File: config.mk
export PLATFORM = sky130hd
export DESIGN_NAME = evt_accept
export DESIGN_NICKNAME = d
export VERILOG_FILES = /design/src/rtl/evt_accept.sv
export SDC_FILE = /design/constraint.sdc
export NUM_CORES = 1
export LEC_CHECK = 0
export BUFFER_PORTS_ARGS = -buffer_cell sky130_fd_sc_hd__buf_2
export CORE_MARGIN = 2
export CORE_UTILIZATION = 53
export CTS_CLUSTER_DIAMETER = 40
export DETAILED_ROUTE_END_ITERATION = 10
export HOLD_SLACK_MARGIN = 0.06
export PLACE_DENSITY = 0.92
export SETUP_SLACK_MARGIN = 0.2
export SYNTH_ARGS = -nofsm -noshare
export SYNTH_HDL_FRONTEND = slang
export SYNTH_SLANG_ARGS = --single-unit
File: constraint.sdc
create_clock -name clk -period 8.1 [get_ports clk]
set_input_delay 1.215 -clock clk [delete_from_list [all_inputs] [get_ports clk]]
set_output_delay 1.215 -clock clk [all_outputs]
set_load 0.01 [all_outputs]
File: src/rtl/evt_accept.sv
module evt_accept #(
  parameter int AW = 32,
  parameter int OW = 14
) (
  input  logic            clk,
  input  logic            rst_n,
  input  logic [8:0]      evt_req,
  input  logic [5:0]      mask_in,
  input  logic [2:0]      mode_in,
  input  logic [AW-1:0]   evba,
  input  logic [4*OW-1:0] irq_off,
  output logic            accept,
  output logic [3:0]      evt_id,
  output logic [5:0]      mask_out,
  output logic [2:0]      mode_out,
  output logic [AW-1:0]   target
);
  localparam int NCLS  = 9;
  localparam int NCRIT = 4;
  localparam int EXC   = 4;
  localparam int EM_B  = 4;
  localparam int GM_B  = 5;

  logic [NCLS-1:0] elig;
  logic [3:0]      win;
  logic            any;
  logic [OW-1:0]   off;
  logic [5:0]      nmask;
  logic [2:0]      nmode;
  int              lvl;

  for (genvar g = 0; g < NCLS; g++) begin : g_el
    if (g < NCRIT) begin : g_crit
      assign elig[g] = evt_req[g];
    end else if (g == EXC) begin : g_exc
      assign elig[g] = evt_req[g] & ~mask_in[EM_B];
    end else begin : g_int
      assign elig[g] = evt_req[g] & ~mask_in[GM_B] & ~mask_in[NCLS-1-g];
    end
  end

  always_comb begin
    win = '0;
    any = 1'b0;
    for (int i = NCLS-1; i >= 0; i--)
      if (elig[i]) begin
        win = 4'(i);
        any = 1'b1;
      end
  end

  assign lvl = NCLS - 1 - int'(win);

  always_comb begin
    if (win <= 4'(EXC)) begin
      off   = OW'((int'(win) + 1) << 2);
      nmask = 6'h3F;
      nmode = (win == 4'd0) ? 3'd7 : 3'd6;
    end else begin
      off   = irq_off[lvl*OW +: OW];
      nmask = mask_in | {2'b00, 4'((5'd1 << (lvl + 1)) - 5'd1)};
      nmode = 3'(2 + lvl);
    end
  end

  always_ff @(posedge clk) begin
    if (!rst_n) begin
      accept   <= 1'b0;
      evt_id   <= '0;
      mask_out <= '0;
      mode_out <= '0;
      target   <= '0;
    end else begin
      accept <= any;
      if (any) begin
        evt_id   <= win;
        mask_out <= nmask;
        mode_out <= nmode;
        target   <= evba | {{(AW-OW){1'b0}}, off};
      end else begin
        mask_out <= mask_in;
        mode_out <= mode_in;
      end
    end
  end


  hold_when_idle_chk: assert property (@(posedge clk) disable iff (!rst_n)
    !accept |-> ($stable(target) && $stable(evt_id)));


  crit_taken_chk: assert property (@(posedge clk) disable iff (!rst_n)
    (|evt_req[3:0]) |=> (accept && evt_id < 4'd4));


  gm_blocks_int_chk: assert property (@(posedge clk) disable iff (!rst_n)
    (mask_in[GM_B] && evt_req[3:0] == 4'b0 && !evt_req[4]) |=> !accept);


  exc_sets_all_chk: assert property (@(posedge clk) disable iff (!rst_n)
    (accept && evt_id <= 4'd4) |-> (mask_out == 6'h3F));


  nmi_mode_chk: assert property (@(posedge clk) disable iff (!rst_n)
    (accept && evt_id == 4'd0) |-> (mode_out == 3'd7));
endmodule

==> impl_metrics.toml, run 1 <==
[final_layout]
final_cell_mix = "153 x buf_2, 70 x nand2_1, 48 x nor2_1"
fin_util_pct = 64.9
num-nets-final = 817
diodes = 0
mostFrequentLayoutCell = "buf_2"
area.growth.synth_to_final_pct = 17.6
final_cells = 803
layout-drive-gt1-share_pct = 34.2

[route]
drt_iter0_drc = 449
wl_per_cell_um = 20.3
viasPerCell = 6.71
vias = 5390
postRouteAntennaNets = 0
drt-total-wl_mm = 16.3
route.detailed.drc = 0
drt_first_pass_iters = 6

[worst_setup_path]
path_cells = "buf_2, nand2b_4, a31o_1, a21oi_4, nand2_2, nor2_1, ha_1, fa_1, ha_1, o21ai_0, o21bai_1, xor2_1, xnor2_1, nor3_1, a2111oi_0, a211oi_1"
slowest_delay_ns = 0.86
crit_slowest_cell = "xnor2_1"
rrSetupSlack_ns = 7.10
r2r_end = "target[7]"
cp_max_fo = 28
cp.required_ns = 8.28
crit_type = "in2reg"
crit_top_cell = "ha_1"
crit_start = "mask_in[2]"
endpoint = "target[9]"
endpoint_kind = "register"
critPathLaunchType = "primary input"
r2r.worst_path.cells = 4
reg2reg_from = "target[7]"
critPathArrivalTime_ns = 6.56

[synthesis]
synth_cell_types = 76
ys_seq_area_share_pct = 19.0
syn_area_um2 = 4860
yosysTopAreaCell = "dfxtp_1"
synth_top_area_share_pct = 19.0
ys.flop_type = "dfxtp_1"
synth_warnings = 0
ys_ff_latch = 46
syn-num-nets = 692
synth_edf_count = 0
async_flop_share_pct = 0
avgSynthCellArea_um2 = 8.54
postSynthCellCount = 569
synth_area_leaders = "dfxtp_1 19%, mux4_2 16%, mux2i_1 7.4%"

[floorplanning]
die_w_um = 99.7
core_um2 = 8810
rows = 34
initial_core_util_pct = 55.2
ios = 154
die_y_um = 99.7
die-area_um2 = 9950

[cts]
cts_made_buffers = 5
clock-root-buffer = "clkbuf_8"
cts_sinks = 46
cts_max_path_buffers = 2
tritoncts = "yes"
cts.htree.levels = 2
clk_pin_slew_worst_paths_ns = 0.09
holdBufCountCts = 0
cts_setup_buffers = 0
clock_latency_ns = 0.31
ctsResizeCount = 0

[global_routing]
grt_antenna_before_repair = 0
grt_pass1_wl_mm = 25.8
grt_max_degree = 55
grt_overflow = 0
globalRouteTotalUtil_pct = 32.4
grt_pass1_vias = 5049

[timing]
hold_violations = 0
final.setup.tns_ns = 0
slew_headroom_pct = 30.8
max_freq_mhz = 157
rsz0062_at_grt = "false"
drv_slew = 0
setup_viol = 0
worst_pin_slew_ns = 1.03
finalCritPeriodShare_pct = 78.8
min_period_ns = 6.38
finalClockSkew_ns = 0

[power_and_ir_drop]
power_density_nw_per_um2 = 177
irDropWorstVdd_v = 0.0000697
p_leak_nw = 2.49

[run]
max_cap_viol_count = 0

[place]
dp_hpwl_mm = 12.1
placed_cells = 795
numPortBuffers = 153
routabilityCongestion = 0.987

[hold_path]
worstHoldPathType = "reg2reg"

[run_status]
run_status = "complete, no violations"
area by class of cell:
| type | count | area, µm² |
|---|---|---|
| inverters | 11 | 43.8 |
| repair buffers | 166 | 863 |
| fillers | 765 | 3090 |
| well taps | 108 | 135 |
| flip-flops and latches | 46 | 921 |
| multi-input cells | 464 | 3660 |
| clock buffers | 5 | 68.8 |
| clock inverters | 3 | 23.8 |
worst min path at each step:
stage | from | end | slack, ns | cells past startpoint
after floorplan | target[14] | target[14] | 0.48 | 2
after global placement | target[24] | target[24] | 0.44 | 2
after detailed placement | target[30] | target[30] | 0.44 | 2
after CTS | target[30] | target[30] | 0.45 | 2
after global routing | target[23] | target[23] | 0.47 | 2
final | target[30] | target[30] | 0.45 | 2
registers in the layout (all words and copies together), names as in the netlist:
signal / count
mask_out: 6
accept: 1
evt_id: 4
target: 32
mode_out: 3
layer usage:
layer / GRT usage, % / wire length (µm) / vias to the layer above
met2: 51.5 / 7440 / 401
met3: 5.34 / 1830 / 52
met4: 12.1 / 545 / 0
li1: - / - / 2440
met1: 44.6 / 6470 / 2497
met5: 0 / 0 / -
report_power, final:
group,switching [mW],internal [mW],leakage [nW]
clock,0.0875,0.0618,0.0408
combinational,0.378,0.233,2.07
sequential,0.00903,0.244,0.383
worst max-delay path: cells and delay by family:
| kind | cells | cell delay, ns |
|---|---|---|
| buffers and inverters | 1 | 0.11 |
| AND/OR/NAND/NOR | 4 | 1.32 |
| AO/OA/AOI/OAI | 6 | 1.69 |
| XOR/XNOR | 2 | 1.07 |
| adder cells (fa/ha/maj) | 3 | 1.14 |
per-stage QoR:
| step | power [mW] | setup WS (ns) | hold WS (ns) | cell area [µm²] |
|---|---|---|---|---|
| floorplan | 0.674 | 1.58 | 0.476 | 4860 |
| global placement | 0.842 | 1.72 | 0.436 | 5620 |
| finish | 1.01 | 1.72 | 0.451 | 5710 |
| detailed placement | 0.849 | 1.51 | 0.441 | 5620 |
| global route | 1.07 | 1.36 | 0.473 | 5710 |
| CTS | 1.00 | 1.80 | 0.453 | 5710 |
cells by family (layout without fill, tap and decap cells):
family | count (synthesis) | in the layout | synth area share, %
mux | 79 | 79 | 25.5
xor+xnor | 13 | 13 | 2.65
fa+ha+maj | 15 | 15 | 4.02
simple gates | 192 | 192 | 19.2
flops | 46 | 46 | 19.0
buf+inv | 59 | 185 | 6.11
compound gates | 165 | 165 | 23.6
cells in the mapped netlist (4+ instances only):
| master | number |
|---|---|
| o21a_1 | 4 |
| a31oi_1 | 8 |
| a211oi_1 | 8 |
| inv_1 | 8 |
| mux2_2 | 8 |
| nand2_1 | 70 |
| nand3_1 | 19 |
| nand4_1 | 4 |
| nor2_1 | 48 |
| a2111oi_0 | 10 |
| a311oi_1 | 5 |
| xor2_1 | 5 |
| o21ai_0 | 30 |
| xnor2_1 | 6 |
| nor3_1 | 13 |
| buf_6 | 5 |
| clkbuf_1 | 24 |
| buf_4 | 5 |
| dfxtp_1 | 46 |
| nor4_1 | 8 |
| a21o_1 | 6 |
| o211ai_1 | 4 |
| a21oi_1 | 48 |
| mux2i_1 | 36 |
| nand2b_1 | 4 |
| mux4_2 | 35 |
| buf_2 | 13 |
| ha_1 | 14 |
Note: power is estimated with default switching activity, not from simulation.
==> run 2: changes to the inputs <==
--- a/config.mk
+++ b/config.mk
@@ -5,13 +5,14 @@
 export SDC_FILE = /design/constraint.sdc
 export NUM_CORES = 1
 export LEC_CHECK = 0
+export ABC_AREA = 1
 export BUFFER_PORTS_ARGS = -buffer_cell sky130_fd_sc_hd__buf_2
 export CORE_MARGIN = 2
-export CORE_UTILIZATION = 53
+export CORE_UTILIZATION = 48
 export CTS_CLUSTER_DIAMETER = 40
 export DETAILED_ROUTE_END_ITERATION = 10
 export HOLD_SLACK_MARGIN = 0.06
-export PLACE_DENSITY = 0.92
+export PLACE_DENSITY = 0.87
 export SETUP_SLACK_MARGIN = 0.2
 export SYNTH_ARGS = -nofsm -noshare
 export SYNTH_HDL_FRONTEND = slang
==> constraint.sdc (replaced) <==
create_clock -name clk -period 5.4 [get_ports clk]
set_input_delay 0.81 -clock clk [delete_from_list [all_inputs] [get_ports clk]]
set_output_delay 0.81 -clock clk [all_outputs]
set_load 0.01 [all_outputs]
==> run 2 against run 1 <==
Clock skew did not move; sequential power rose by 46%; hold slack gained 0.015 ns; sequential share of layout area decreased by 0.95 points; critical path depth increased by 19; global-route usage decreased by 0.13 points; final area up 6.3%; via count grew 26%; power rose by 69%; sequential cell count unchanged; routed wire length increased by 15%; non-clock buffer count grew 3; highest routed layer unchanged.
==> impl_metrics.toml, run 2 <==
[global_routing]
grt_pass1_vias = 6184
grt_use_met3_pct = 5.29
grt_max_degree = 64
grt_pass1_wl_mm = 30.2
grt_antenna_before_repair = 0
met1_usage_pct = 42.9
grt.busiest_layer = "met2"
met2_usage_pct = 51.8
globalRouteTotalUtil_pct = 32.3
grt_overflow = 0

[floorplanning]
die_y_um = 107
die_w_um = 107
core_um2 = 10300
ios = 154
initial_core_util_pct = 49.5
rows = 37
die-area_um2 = 11500

[timing]
slew_headroom_pct = 23.6
rsz0062_at_grt = "false"
min_period_ns = 4.83
max_freq_mhz = 207
finalClockSkew_ns = 0
hold_ws_ns = 0.466
worst_pin_slew_ns = 1.14
hold_violations = 0
final.setup.tns_ns = 0
finalCritPeriodShare_pct = 89.5
setup_viol = 0
worst_slack_ns = 0.569
drv_slew = 0

[worst_setup_path]
r2r_end = "target[2]"
critPathArrivalTime_ns = 5.08
reg2reg_from = "target[2]"
crit_top_cell = "nand2_1"
slowest_delay_ns = 0.44
endpoint_kind = "register"
r2r.worst_path.cells = 2
crit_start = "mask_in[1]"
critPathLaunchType = "primary input"
rrSetupSlack_ns = 4.50
cp_max_fo = 46
crit_slowest_cell = "fa_1"
cp.required_ns = 5.65
crit_type = "in2reg"

[final_layout]
top_register = "target"
area.growth.synth_to_final_pct = 18.7
fin_util_pct = 58.8
diodes = 0
final_cell_mix = "248 x nand2_1, 175 x nand3_1, 153 x buf_2"
layout-drive-gt1-share_pct = 23.1
final_cells = 1171
fillers = 1049
mostFrequentLayoutCell = "nand2_1"
seq_area_um2 = 921
reg.largest.list = "target: 32 flops, mask_out: 6 flops, evt_id: 4 flops"
multi_input_area_um2 = 3620
largest_reg_flops = 32
fin_area_um2 = 6070
num-nets-final = 1158

[synthesis]
synth_warnings = 0
avgSynthCellArea_um2 = 5.60
async_flop_share_pct = 0
synth_top_area_share_pct = 18.3
postSynthCellCount = 914
ys.flop_type = "dfxtp_1"
yosysTopAreaCell = "nand2_1"
syn_area_um2 = 5110
synth_edf_count = 0
syn-num-nets = 1037
synth_cell_types = 42
synthTopCellsByCount = "249 x nand2_1, 176 x nand3_1, 82 x inv_1"
ys_ff_latch = 46
yosysMostFrequentCell = "nand2_1"
synth_area_leaders = "nand2_1 18%, dfxtp_1 18%, nand3_1 17%"
ys_seq_area_share_pct = 18.0

[hold_path]
whs_path_depth = 2
hold_end = "evt_id[2]"
worstHoldPathType = "reg2reg"
hp-start = "evt_id[2]"

[route]
drt_first_pass_iters = 6
postRouteAntennaNets = 0
drt_iter0_drc = 883
viasPerCell = 5.82
wl_per_cell_um = 16.0
vias = 6812
drt-total-wl_mm = 18.7
route.detailed.drc = 0

[cts]
clock_latency_ns = 0.30
cts_sinks = 46
holdBufCountCts = 0
cts.htree.levels = 2
cts_max_path_buffers = 2
clk_pin_slew_worst_paths_ns = 0.09
tritoncts = "yes"
cts_made_buffers = 5
clock-root-buffer = "clkbuf_8"

[power_and_ir_drop]
power_density_nw_per_um2 = 281
pwr-share-comb_pct = 62.4
pwr-share-clk_pct = 15.9
total_power_mw = 1.71
p_leak_nw = 3.30
p_seq_share_pct = 21.7
intPower_mw = 0.855
swShare_pct = 49.9
irDropWorstVdd_v = 0.000161
p_sw_mw = 0.853

[place]
dp_hpwl_mm = 13.7
numPortBuffers = 153
place_area_um2 = 5910
placed_cells = 1163
routabilityCongestion = 1.02
pre_cts_ws_ns = 0.0572

[run]
max_cap_viol_count = 0

[run_status]
run_status = "complete, no violations"
## run 2: changes by cell type after synthesis, sizes merged, moves of 11 or more
cell	before	now
nand2	71	262
nand3	19	180
inv	11	88
o21ai	32	79
mux2i	36	0
mux4	35	0
nor2	49	75
a2111oi	11	0
buf	24	35
## run 2: how the worst max path moves through the flow
stage,to,depth (start not counted)
2_1_floorplan,target[4],41
6_report,target[3],35
4_1_cts,target[3],35
5_1_grt,target[12],35
3_3_place_gp,target[3],35
3_5_place_dp,target[3],35
## run 2: power by group through the flow
stage | clock network, mW | logic, mW | registers, mW
5_1_grt | 0.285 | 1.17 | 0.372
3_3_place_gp | 0 | 1.00 | 0.377
6_report | 0.271 | 1.07 | 0.370
3_5_place_dp | 0 | 1.01 | 0.377
4_1_cts | 0.269 | 1.01 | 0.370
2_1_floorplan | 0 | 0.732 | 0.388
## run 2: cell type report
cell class	count	area share [%]
multi-input cells	724	59.7
clock inverters	1	0.495
well taps	136	2.80
repair buffers	169	14.8
inverters	89	5.71
flip-flops and latches	46	15.2
clock buffers	6	1.36
## run 2: critical path, delay by kind of cell
family / cells / cell delay (ns)
and+or+nand+nor: 25 / 2.27
buffers and inverters: 5 / 0.55
adders and majority gates: 4 / 1.25
xor gates and xnor gates: 1 / 0.18
## run 2: per-layer routing
| metal | wire, µm | part of all wire (%) |
|---|---|---|
| met1 | 7350 | 39 |
| met2 | 8670 | 46 |
| met3 | 1870 | 10 |
| met4 | 802 | 4.3 |
| met5 | 0 | 0 |
## run 2: logic make-up (layout without fill, tap and decap cells)
logic type	count (synthesis)	in the layout	share of synthesized area, %
simple gates	544	544	47.9
compound gates	159	159	17.2
buf+inv	144	265	12.0
flops	46	46	18.0
fa+ha+maj	15	15	3.82
xor+xnor	6	6	1.03
## run 2: timing repair
item / CTS / global route
resized for setup: 0 / 17
setup buffers: 0 / 1
endpoints found under the setup margin: 0 / 14
==> run 3: changes to the inputs <==
--- a/config.mk
+++ b/config.mk
@@ -5,14 +5,14 @@
 export SDC_FILE = /design/constraint.sdc
 export NUM_CORES = 1
 export LEC_CHECK = 0
-export ABC_AREA = 1
+export ABC_AREA = 0
 export BUFFER_PORTS_ARGS = -buffer_cell sky130_fd_sc_hd__buf_2
 export CORE_MARGIN = 2
 export CORE_UTILIZATION = 48
 export CTS_CLUSTER_DIAMETER = 40
 export DETAILED_ROUTE_END_ITERATION = 10
 export HOLD_SLACK_MARGIN = 0.06
-export PLACE_DENSITY = 0.87
+export PLACE_DENSITY = 0.88
 export SETUP_SLACK_MARGIN = 0.2
 export SYNTH_ARGS = -nofsm -noshare
 export SYNTH_HDL_FRONTEND = slang
==> run 3 against run 2 <==
Register-to-register slack worse by 0.16 ns; global-route usage down 1.7 points; power down 6.9%; critical endpoint is now target[5].
==> impl_metrics.toml, run 3 (same netlist as run 1, synthesis figures left out) <==
[run_status]
run_status = "complete, no violations"

[cts]
cts_sinks = 46
cts.htree.levels = 2
clk_pin_slew_worst_paths_ns = 0.09
holdBufCountCts = 0
clock-root-buffer = "clkbuf_8"
clock_latency_ns = 0.30
tritoncts = "yes"
cts_made_buffers = 5
cts_max_path_buffers = 2

[global_routing]
grt_pass1_wl_mm = 27.0
grt_overflow = 0
grt_max_degree = 54
globalRouteTotalUtil_pct = 30.6
grt_antenna_before_repair = 0
grt_pass1_vias = 5073

[worst_setup_path]
endpoint_kind = "register"
rrSetupSlack_ns = 4.34
crit_type = "in2reg"
r2r_end = "target[7]"
r2r.worst_path.cells = 4
cp_max_fo = 7
cp.required_ns = 5.62
critPathLaunchType = "primary input"
reg2reg_from = "target[7]"
critPathArrivalTime_ns = 5.21

[floorplanning]
core_um2 = 9820
ios = 154
die_y_um = 105
rows = 36
die-area_um2 = 10900
die_w_um = 105
initial_core_util_pct = 49.5

[final_layout]
top_register = "target"
reg.largest.list = "target: 32 flops, mask_out: 6 flops, evt_id: 4 flops"
fin_area_um2 = 5940
diodes = 0
mostFrequentLayoutCell = "buf_2"
largest_reg_flops = 32
final_cell_mix = "153 x buf_2, 70 x nand2_1, 47 x a21oi_1, 47 x nor2_1, 46 x dfxtp_1"
fillers = 910
num-nets-final = 830
multi_input_area_um2 = 3720
layout-drive-gt1-share_pct = 36.7
area.growth.synth_to_final_pct = 22.3
seq_area_um2 = 921

[power_and_ir_drop]
power_density_nw_per_um2 = 268
p_seq_share_pct = 23.9
pwr-share-clk_pct = 14.2
p_leak_nw = 2.56
irDropWorstVdd_v = 0.000140
p_sw_mw = 0.736
pwr-share-comb_pct = 61.9
intPower_mw = 0.854
swShare_pct = 46.3

[timing]
hold_violations = 0
setup_viol = 0
finalCritPeriodShare_pct = 92.4
finalClockSkew_ns = 0
worst_pin_slew_ns = 1.03
final.setup.tns_ns = 0
min_period_ns = 4.99
drv_slew = 0
rsz0062_at_grt = "false"
max_freq_mhz = 201
slew_headroom_pct = 31.1

[hold_path]
worstHoldPathType = "reg2reg"
hold_end = "target[17]"
whs_path_depth = 2
hp-start = "target[17]"

[route]
drt_first_pass_iters = 5
wl_per_cell_um = 20.4
postRouteAntennaNets = 0
vias = 5433
drt-total-wl_mm = 17.1
viasPerCell = 6.46
route.detailed.drc = 0
drt_iter0_drc = 515

[place]
place_area_um2 = 5840
dp_hpwl_mm = 12.9
numPortBuffers = 153
routabilityCongestion = 0.975

[run]
max_cap_viol_count = 0
==> run 3: layer usage <==
metal	track usage, %	share of wire [%]	vias up
li1	-	-	2461
met1	41.7	40	2547
met2	51.4	47	387
met3	3.31	10	38
met4	8.76	2.5	0
met5	0	0	-
==> run 3: what timing repair did <==
item / CTS / global route
setup buffers: 0 / 0
setup endpoints to repair: 0 / 5
gates resized for setup: 0 / 1
==> run 3: stage by stage <==
| stage | power, mW | hold slack [ns] | cells | worst slack (ns) | utilization, % |
|---|---|---|---|---|---|
| final | 1.59 | 0.454 | 841 | 0.413 | 60.5 |
| after global routing | 1.68 | 0.472 | 841 | 0.211 | 60.5 |
| after CTS | 1.57 | 0.457 | 841 | 0.460 | 60.4 |
| after detailed placement | 1.34 | 0.444 | 833 | 0.142 | 59.5 |
| after global placement | 1.33 | 0.435 | 833 | 0.251 | 59.5 |
| after floorplan | 1.04 | 0.476 | 569 | 0.0302 | - |
==> run 3: worst max-delay path, cell delays in order <==
cell and delay, ns:
buf_2 0.09, nor2b_1 0.16, or2_2 0.33, o21ai_0 0.17, nand2_1 0.12, ha_2 0.28
xor2_2 0.20, ha_1 0.33, fa_1 0.51, ha_4 0.32, o21ai_1 0.06, o21bai_1 0.24
xor2_2 0.17, or3_4 0.43, a2111oi_4 0.54, nand4_1 0.15, o21a_1 0.21, o32ai_1 0.09
==> run 3: worst max path at each step <==
| stage | start | end | slack, ns | cells after the start |
|---|---|---|---|---|
| 6_report | evt_req[4] | target[5] | 0.41 | 18 |
| 5_1_grt | mask_in[4] | target[12] | 0.21 | 15 |
| 4_1_cts | evt_req[4] | target[5] | 0.46 | 18 |
| 3_5_place_dp | evt_req[4] | target[5] | 0.14 | 19 |
| 3_3_place_gp | evt_req[4] | target[12] | 0.25 | 17 |
| 2_1_floorplan | mask_in[2] | target[5] | 0.03 | 24 |
==> run 3: layout make-up <==
type	count	area share (%)
clock buffers	5	1.16
clock inverters	3	0.400
inverters	11	1.03
multi-input cells	464	62.7
flip-flops and latches	46	15.5
well taps	133	2.80
repair buffers	179	16.4
==> run 3: power groups by stage <==
stage          clock network (mW)  registers (mW)  logic [mW]
3_3_place_gp                    0           0.387       0.946
2_1_floorplan                   0           0.397       0.646
6_report                    0.225           0.380       0.985
5_1_grt                     0.244           0.382        1.05
4_1_cts                     0.228           0.380       0.959
3_5_place_dp                    0           0.388       0.954
